$ cat src/rtl/dma_handoff_arb.sv
module dma_handoff_arb #(
  parameter int CNT_TARGET = 3,
  parameter int SYNC_STAGES = 2
) (
  input  logic clk,
  input  logic rst_n,
  input  logic dma_req,
  input  logic phi2_in,
  input  logic ba_in,
  input  logic rw_in,
  output logic ext_rdy,
  output logic dma_n
);
  localparam int CW = $clog2(CNT_TARGET + 1);

  typedef enum logic [2:0] {IDLE, HOLD_EXT, QUALIFY, GRANTED, RELEASE} st_t;
  st_t state;

  logic [SYNC_STAGES-1:0] phi2_sy, ba_sy, rw_sy;
  logic phi2_s, ba_s, rw_s, phi2_d;
  logic [CW-1:0] cnt;

  always_ff @(posedge clk or negedge rst_n)
    if (!rst_n) begin
      phi2_sy <= '0;
      ba_sy   <= '0;
      rw_sy   <= '0;
      phi2_d  <= 1'b0;
    end else begin
      phi2_sy <= {phi2_sy[SYNC_STAGES-2:0], phi2_in};
      ba_sy   <= {ba_sy[SYNC_STAGES-2:0], ba_in};
      rw_sy   <= {rw_sy[SYNC_STAGES-2:0], rw_in};
      phi2_d  <= phi2_s;
    end

  assign phi2_s = phi2_sy[SYNC_STAGES-1];
  assign ba_s   = ba_sy[SYNC_STAGES-1];
  assign rw_s   = rw_sy[SYNC_STAGES-1];

  wire phi2_rise = phi2_s & ~phi2_d;
  wire phi2_fall = ~phi2_s & phi2_d;
  wire qual      = phi2_s & ba_s & rw_s;

  always_ff @(posedge clk or negedge rst_n)
    if (!rst_n) begin
      state <= IDLE;
      cnt   <= '0;
    end else begin
      case (state)
        IDLE: if (dma_req) state <= HOLD_EXT;
        HOLD_EXT: begin
          cnt <= '0;
          if (!dma_req) state <= IDLE;
          else if (qual) state <= QUALIFY;
        end
        QUALIFY: begin
          if (!dma_req) begin
            state <= IDLE;
            cnt   <= '0;
          end else if (!ba_s) begin
            state <= HOLD_EXT;
            cnt   <= '0;
          end else if (phi2_rise && rw_s) begin
            if (cnt == CW'(CNT_TARGET - 1)) state <= GRANTED;
            else cnt <= cnt + 1'b1;
          end
        end
        GRANTED: if (!dma_req) state <= RELEASE;
        RELEASE: if (phi2_fall) state <= IDLE;
        default: state <= IDLE;
      endcase
    end

  assign dma_n   = !(state == GRANTED || state == RELEASE);
  assign ext_rdy = (state == IDLE && !dma_req) ||
                   (state == GRANTED && dma_req && ba_s && phi2_s);
endmodule


$ cat config.mk
export PLATFORM = sky130hd
export DESIGN_NAME = dma_handoff_arb
export DESIGN_NICKNAME = d
export VERILOG_FILES = /design/src/rtl/dma_handoff_arb.sv
export SDC_FILE = /design/constraint.sdc
export NUM_CORES = 1
export LEC_CHECK = 0
export ABC_AREA = 1
export ABC_CLOCK_PERIOD_IN_PS = 1110
export CAP_MARGIN = 10
export CORE_AREA = 2 2 39 41
export CTS_BUF_LIST = sky130_fd_sc_hd__clkbuf_8
export DETAILED_ROUTE_END_ITERATION = 7
export DIE_AREA = 0 0 41 43
export DONT_BUFFER_PORTS = 1
export GPL_TIMING_DRIVEN = 0
export PLACE_DENSITY = 0.59
export SLEW_MARGIN = 40
export SYNTH_ARGS = -nofsm -noshare
export SYNTH_HDL_FRONTEND = slang
export SYNTH_SLANG_ARGS = --single-unit
$ cat constraint.sdc
create_clock -name clk -period 1.11 [get_ports clk]
set_input_delay 0.0555 -clock clk [delete_from_list [all_inputs] [get_ports clk]]
set_output_delay 0.0555 -clock clk [all_outputs]
set_load 0.005 [all_outputs]
==> results.yml, run 1 <==
outcome:
  outcome: "finished, violations left"
  violations: "setup timing"
setup_path:
  critPathMaxFanout: 7
  slowest_delay_ns: 0.46
  required_ns: 1.28
  cpMaxStageDelayCell: "dfrtp_2"
  crit_arrival_ns: 1.34
  crit_chain: "inv_2, nand3_2, nor2_2, inv_1, nand3_2, nand2_1, nand2_1"
  end_kind: "flop"
  critPathKind: "flop to flop"
  start_kind: "flop"
routing:
  wl_um: 1140
  vias_per_cell: 5.02
  firstDrtPassIters: 3
  wire_per_inst_um: 11.4
  drc: 0
  vias: 502
  ant_nets: 0
  drt_iter0_markers: 2
global_routing:
  grt_pass1_vias: 483
  grt_max_degree: 13
  grt_pass1_wl_um: 1860
  antenna_found_initial: 0
  grt_overflow_total: 0
  grt_usage_pct: 15.8
finish:
  regArea_um2: 304
  nFillCells: 130
  layout-drive-gt1-share_pct: 40.5
  areaGrowthSynthToFinish_pct: 35.5
  antenna_cells: 0
  multiInputGateArea_um2: 309
  fin_cells: 100
  final_nets: 93
sta:
  grt_setup_unrepaired: "yes"
  setup_viol: 6
  slew_headroom_pct: 66.9
  clock_skew_ns: 0.00186
  fmax_ghz: 0.849
  fin_crit_sh_pct: 106
  drv_slew: 0
  fin_ws_ns: -0.0676
  tightest_slew_ns: 0.494
  min_period_ns: 1.18
  finalHoldViolCount: 0
synthesis:
  syn_area_um2: 599
  synth_edf_count: 0
  syn_area_per_cell_um2: 8.69
  syn-num-nets: 76
  yosysSeqAreaShare_pct: 50.1
  synthCells: 69
  synth_seq_cells: 12
  ys_top_cells_by_count: "15 x nand2_1, 12 x dfrtp_1, 8 x inv_1"
  yosys-top-cells-area: "dfrtp_1 50%, nand2_1 9.4%, nand3_1 5.0%"
  synth_top_area_share_pct: 50.1
  synth_flop_cell: "dfrtp_1"
  synth.distinct_cells: 20
  synth_top_area_cell: "dfrtp_1"
  async_flop_share_pct: 100
  yosysMostFrequentCell: "nand2_1"
  yosysWarnings: 0
worst_hold_path:
  hp-class: "input pin to flop"
clock_network:
  clockBufferDepth: 2
  cts-root-buf: "clkbuf_8"
  cts_made_buffers: 3
  htree_num_levels: 1
  cts_tree: "yes"
  cts_sinks: 12
  clk_pin_slew_worst_paths_ns: 0.05
  clk_latency_ns: 0.23
floorplan:
  die-area_um2: 1760
  rows: 14
  start_util_pct: 43.3
  die_h_um: 43
  ios: 8
  core-area_um2: 1380
  die_w_um: 41
place:
  dpl.cell_count: 85
  port_buffers: 0
  place.gp.congestion: 0.780
  detailed_place_hpwl_um: 775
job:
  cap_violations: 0
power:
  ir_worst_vdd_mv: 1.63
  powerDensity_nw_per_um2: 2090
  cellLeakagePower_nw: 0.362
  power.total_mw: 1.69
## area by class of cell
type	instances	area share, %
multi-input combinational	48	38.1
inverter	9	4.16
timing repair buffer	12	12.8
clock buffer	3	5.08
tap	16	2.47
sequential	12	37.4
## critical path: cells and delay by family (launching register included)
kind | cells | cell delay [ns]
DFF | 1 | 0.46
and+or+nand+nor | 5 | 0.45
buffers and inverters | 2 | 0.20
## state kept, by name, indices dropped and copies added, names as in the netlist
signal	count
ba_sy	2
cnt	2
phi2_d	1
phi2_sy	2
rw_sy	2
state	3
## worst paths after layout
kind	slack (ns)	cells after the start	startpoint	to
worst max-delay path	-0.07	7	state[1]	state[0]
worst min-delay path	0.10	3	dma_req	state[0]
worst max register to register	-0.07	7	state[1]	state[0]
worst min register to register	0.34	0	ba_sy[0]	ba_sy[1]
max in group asynchronous	0.53	1	rst_n	state[0]
min in group asynchronous	0.23	1	rst_n	phi2_d
## routing by layer
metal	routed length, µm	up-vias	track usage, %
li1	-	252	-
met1	516	240	19.2
met2	571	8	23.8
met3	37	2	3.66
met4	15	0	10.0
met5	0	-	0
## cell usage in the layout (no fill, tap or decap), types with 4 or more instances in the layout
cell / n
dlygate4sd3_1: 4
nand3_1: 5
buf_4: 7
nand2_1: 15
inv_1: 5
nor2_1: 4
dfrtp_1: 9
## what timing repair did
item | 4_1_cts | 5_1_grt
endpoints found under the setup margin | 7 | 7
hold buffers | 4 | 0
buffers inserted | 4 | 4
gates resized for setup | 7 | 10
endpoints found under the hold margin | 15 | 0
pin swaps | 10 | 1
cloned | 0 | 0
## per-stage QoR
step	util, %	instance area, µm²	TNS (ns)	hold slack [ns]	setup slack (ns)
after floorplan	-	599	0	-0.240	0.0238
after global placement	44.8	619	-0.381	-0.240	-0.0838
after detailed placement	44.8	619	-0.472	-0.240	-0.102
after CTS	54.2	751	-0.151	0.0893	-0.0449
after global routing	58.7	812	-0.582	0.128	-0.144
final	58.7	812	-0.234	0.100	-0.0676
## cells by family (layout without fill, tap and decap cells)
group                    after synthesis  in the layout  synth area share, %
buffers and inverters                  9             24                 5.64
AND/OR/NAND/NOR                       39             39                 33.8
adder cells (fa/ha/maj)                1              1                 2.09
flip-flops                            12             12                 50.1
AO/OA/AOI/OAI                          8              8                 8.35
## report_power, final
part	internal, mW	total [mW]	leakage [nW]	switching [mW]
Combinational	0.317	0.704	0.196	0.387
Sequential	0.509	0.617	0.144	0.108
Clock	0.237	0.372	0.0216	0.135
No activity file was read; power rests on OpenSTA's default activity.
==> inputs of run 2 (changes only) <==
- ABC_CLOCK_PERIOD_IN_PS: 1110 -> 1100
- CAP_MARGIN: 10 -> unset
- PLACE_DENSITY: 0.59 -> 0.57
- SKIP_CTS_REPAIR_TIMING: unset -> 1
- clock period: 1.11 -> 1.1 ns (I/O delays scaled with it)
==> run 2 against run 1 <==
- the flow still finishes with violations (setup timing)
- die area unchanged
- clock-buffer cell count grew 1
- first-iteration DRC count decreased by 50%
- combinational power decreased by 18%
- sequential cell count unchanged
- register-to-register slack worse by 0.02 ns
- largest power group is now sequential cells
- sequential power decreased by 0.8%
- critical path type unchanged
- final cell count down 6.0%
- core utilization is 3.3 points lower
- final area shrank 5.5%
==> results.yml, run 2 (synthesis gave the netlist of run 1 again) <==
floorplan:
  start_util_pct: 43.3
  die-area_um2: 1760
  ios: 8
  die_w_um: 41
  rows: 14
  core-area_um2: 1380
  die_h_um: 43
setup_path:
  crit_arrival_ns: 1.35
  critPathMaxFanout: 5
  required_ns: 1.25
  end_kind: "flop"
  critPathKind: "flop to flop"
  start_kind: "flop"
  reg2regPathDepth: 4
  reg2reg_slack_ns: -0.09
power:
  pwr-share-seq_pct: 37.4
  net-switching-power_mw: 0.582
  comb_power_share_pct: 35.2
  p_int_mw: 1.05
  ir_worst_vdd_mv: 1.36
  cellLeakagePower_nw: 0.331
  p_sw_share_pct: 35.6
  p_clk_share_pct: 27.5
  powerDensity_nw_per_um2: 2130
routing:
  vias: 456
  wl_met2_um: 531
  firstDrtPassIters: 2
  ant_nets: 0
  drt_iter0_markers: 1
  wire_per_inst_um: 10.8
  wl_met3_um: 21
  top_layer: "met3"
  drc: 0
  wl_um: 1010
  m1WireLength_um: 460
  vias_per_cell: 4.85
sta:
  setup_tns_ns: -0.324
  fin_crit_sh_pct: 108
  clock_skew_ns: 0.00126
  fin_ws_ns: -0.0923
  min_period_ns: 1.19
  tightest_slew_ns: 0.489
  grt_setup_unrepaired: "yes"
  finalHoldViolCount: 0
  setup_viol: 5
  fin_hold_ws_ns: 0.0778
  fmax_ghz: 0.839
  slew_headroom_pct: 67.3
  drv_slew: 0
finish:
  fin_cells: 94
  regMostFlops: "state"
  antenna_cells: 0
  layout_common_cells: "15 x nand2_1, 9 x dfrtp_1, 6 x inv_1, 5 x nand3_1"
  mostFrequentLayoutCell: "nand2_1"
  largest_register_ffs: 3
  layout-drive-gt1-share_pct: 32.1
  final_nets: 86
  areaGrowthSynthToFinish_pct: 28.0
  post-route-util_pct: 55.4
clock_network:
  clk_latency_ns: 0.23
  cts_tree: "yes"
  cts-root-buf: "clkbuf_8"
  clk_pin_slew_worst_paths_ns: 0.05
  cts_made_buffers: 3
  clockBufferDepth: 2
  htree_num_levels: 1
  cts_sinks: 12
worst_hold_path:
  hold_depth: 3
  hp-class: "input pin to flop"
global_routing:
  grt_usage_pct: 15.8
  antenna_found_initial: 0
  grt_pass1_vias: 444
  grt_overflow_total: 0
  grt_max_degree: 13
  grt_pass1_wl_um: 1800
place:
  dpl.cell_count: 85
  port_buffers: 0
  place.gp.congestion: 0.714
  detailed_place_hpwl_um: 827
job:
  cap_violations: 0
outcome:
  outcome: "finished, violations left"
  violations: "setup timing"
==> run 2: cell count changes in the layout (fill, tap and decap cells not counted), sizes merged <==
cell / before / now
buf: 8 / 1
clkbuf: 3 / 4
==> run 2: final timing paths <==
check	startpoint	to
max	state[2]	cnt[1]
min	dma_req	state[0]
max reg2reg	state[2]	cnt[1]
min reg2reg	ba_sy[0]	ba_sy[1]
max in group asynchronous	rst_n	state[2]
min in group asynchronous	rst_n	cnt[1]
==> run 2: final cells by class <==
cell class                 count  area [µm²]
sequential                    12         304
fill                         138         617
multi-input combinational     48         307
timing repair buffer           5        47.5
clock buffer                   4        55.1
tap                           16        20.0
inverter                       9        33.8
==> run 2: per-layer routing <==
layer | up-vias | track usage [%]
met2 | 7 | 21.3
li1 | 239 | -
met4 | 0 | 10.0
met1 | 210 | 21.4
met3 | 0 | 4.71
met5 | - | 0
==> run 2: worst max-delay path, stage by stage, from the launching register on <==
cell,delay [ns]
dfrtp_2,0.44
nor2_4,0.17
nand3_2,0.14
or2_0,0.22
o21ai_1,0.14
==> run 2: power groups by stage <==
stage               Sequential [mW]  Clock [mW]  Combinational, mW
global route                  0.625       0.494              0.659
floorplan                     0.589           0              0.417
detailed placement            0.608           0              0.492
global placement              0.606           0              0.483
CTS                           0.602       0.464              0.496
finish                        0.612       0.450              0.575
==> run 2: per-stage QoR <==
stage	total power, mW	setup slack [ns]	cell area [µm²]
after floorplan	1.01	0.0138	599
after global placement	1.09	-0.0978	619
after detailed placement	1.10	-0.122	619
after CTS	1.56	-0.136	674
after global routing	1.78	-0.169	767
final	1.64	-0.0923	767
==> inputs of run 3 (changes only) <==
- PLACE_DENSITY: 0.57 -> 0.67
==> run 3 against run 2 <==
- the run still ends with setup timing left
- final cell count is 1.1% higher
- global-route usage decreased by 0.84 points
- register-to-register slack improved by 0.02 ns
- clock skew about the same
- combinational power increased by 6.4%
- sequential cell count unchanged
- largest cell class unchanged
- highest routed layer unchanged
==> results.yml, run 3 (synthesis gave the netlist of run 1 again) <==
finish:
  antenna_cells: 0
  post-route-util_pct: 55.9
  multiInputGateArea_um2: 305
  nFillCells: 136
  regArea_um2: 304
  largest_register_ffs: 3
  regMostFlops: "state"
  final_nets: 87
  layout_common_cells: "15 x nand2_1, 9 x dfrtp_1, 6 x inv_1, 5 x nand3_1"
  layout-drive-gt1-share_pct: 31.6
  areaGrowthSynthToFinish_pct: 29.0
  mostFrequentLayoutCell: "nand2_1"
global_routing:
  grt_max_degree: 13
  grt_pass1_vias: 414
  antenna_found_initial: 0
  grt_usage_pct: 14.9
  grt_overflow_total: 0
  grt_pass1_wl_um: 1690
job:
  cap_violations: 0
clock_network:
  clockBufferDepth: 2
  cts_sinks: 12
  cts_tree: "yes"
  htree_num_levels: 1
  cts_made_buffers: 3
  clk_pin_slew_worst_paths_ns: 0.05
  cts-root-buf: "clkbuf_8"
  clk_latency_ns: 0.23
routing:
  wl_um: 1070
  drc: 0
  vias: 462
  wl_met3_um: 21
  drt_iter0_markers: 3
  wire_per_inst_um: 11.3
  m1WireLength_um: 497
  top_layer: "met3"
  vias_per_cell: 4.86
  firstDrtPassIters: 4
  ant_nets: 0
  wl_met2_um: 550
floorplan:
  ios: 8
  core-area_um2: 1380
  die_w_um: 41
  die-area_um2: 1760
  start_util_pct: 43.3
  die_h_um: 43
  rows: 14
sta:
  drv_slew: 0
  min_period_ns: 1.18
  grt_setup_unrepaired: "yes"
  setup_viol: 6
  fmax_ghz: 0.849
  setup_tns_ns: -0.365
  fin_crit_sh_pct: 107
  fin_ws_ns: -0.0773
  slew_headroom_pct: 67.6
  clock_skew_ns: 0.00175
  tightest_slew_ns: 0.485
  finalHoldViolCount: 0
power:
  pwr-share-seq_pct: 36.7
  ir_worst_vdd_mv: 1.33
  cellLeakagePower_nw: 0.334
  net-switching-power_mw: 0.605
  powerDensity_nw_per_um2: 2180
  p_clk_share_pct: 26.9
  p_sw_share_pct: 36.0
  p_int_mw: 1.08
  comb_power_share_pct: 36.4
setup_path:
  crit_arrival_ns: 1.29
  reg2regPathDepth: 6
  timing.rr.start: "state[2]"
  critPathMaxFanout: 5
  start_kind: "flop"
  required_ns: 1.22
  r2r-end: "state[0]"
  critPathLaunch: "state[2]"
  critPathKind: "flop to flop"
  endpoint: "state[0]"
  end_kind: "flop"
  reg2reg_slack_ns: -0.08
outcome:
  outcome: "finished, violations left"
  violations: "setup timing"
place:
  port_buffers: 0
  place.gp.congestion: 0.725
  detailed_place_hpwl_um: 764
  pre_cts_slack_ns: -0.112
worst_hold_path:
  hp-class: "input pin to flop"
==> run 3: changes by cell type in the layout (fill, tap and decap cells not counted), sizes merged <==
cell and change:
buf +1
==> run 3: worst min path at each step <==
stage	from	to	slack, ns	cells past startpoint
5_1_grt	dma_req	cnt[0]	0.13	4
4_1_cts	rst_n	ba_sy[1]	-0.49	0
3_5_place_dp	rst_n	state[0]	-0.24	0
6_report	dma_req	cnt[0]	0.11	4
2_1_floorplan	rst_n	ba_sy[0]	-0.24	0
3_3_place_gp	rst_n	state[2]	-0.24	0
==> run 3: per-stage QoR <==
stage,power [mW],instance area [µm²],cells,hold slack (ns)
after floorplan,1.01,599,69,-0.241
after global placement,1.08,619,85,-0.240
after detailed placement,1.10,619,85,-0.240
after CTS,1.57,674,89,-0.495
after global routing,1.81,773,95,0.130
final,1.68,773,95,0.111
==> run 3: routing by layer <==
| layer | global-route usage (%) | up-vias |
|---|---|---|
| met5 | 0 | - |
| met3 | 5.24 | 0 |
| met1 | 21.3 | 215 |
| met4 | 10.0 | 0 |
| met2 | 18.4 | 6 |
| li1 | - | 241 |
==> run 3: area by class of cell <==
class | instances | share of cell area [%]
clock buffer | 4 | 7.12
inverter | 9 | 4.37
sequential | 12 | 39.3
multi-input combinational | 48 | 39.5
tap | 16 | 2.59
timing repair buffer | 6 | 7.12
==> run 3: power by group through the flow <==
stage / Clock, mW / Sequential, mW / Combinational (mW)
finish: 0.453 / 0.618 / 0.612
global route: 0.491 / 0.628 / 0.694
CTS: 0.472 / 0.602 / 0.492
detailed placement: 0 / 0.609 / 0.488
global placement: 0 / 0.605 / 0.477
floorplan: 0 / 0.589 / 0.417
==> run 3: worst max-delay path, stage by stage, from the launching register on <==
cell	delay (ns)
dfrtp_2	0.44
nor2_4	0.18
nand2_2	0.10
nor2_4	0.11
a21oi_2	0.08
nand3_1	0.08
nand2_1	0.06
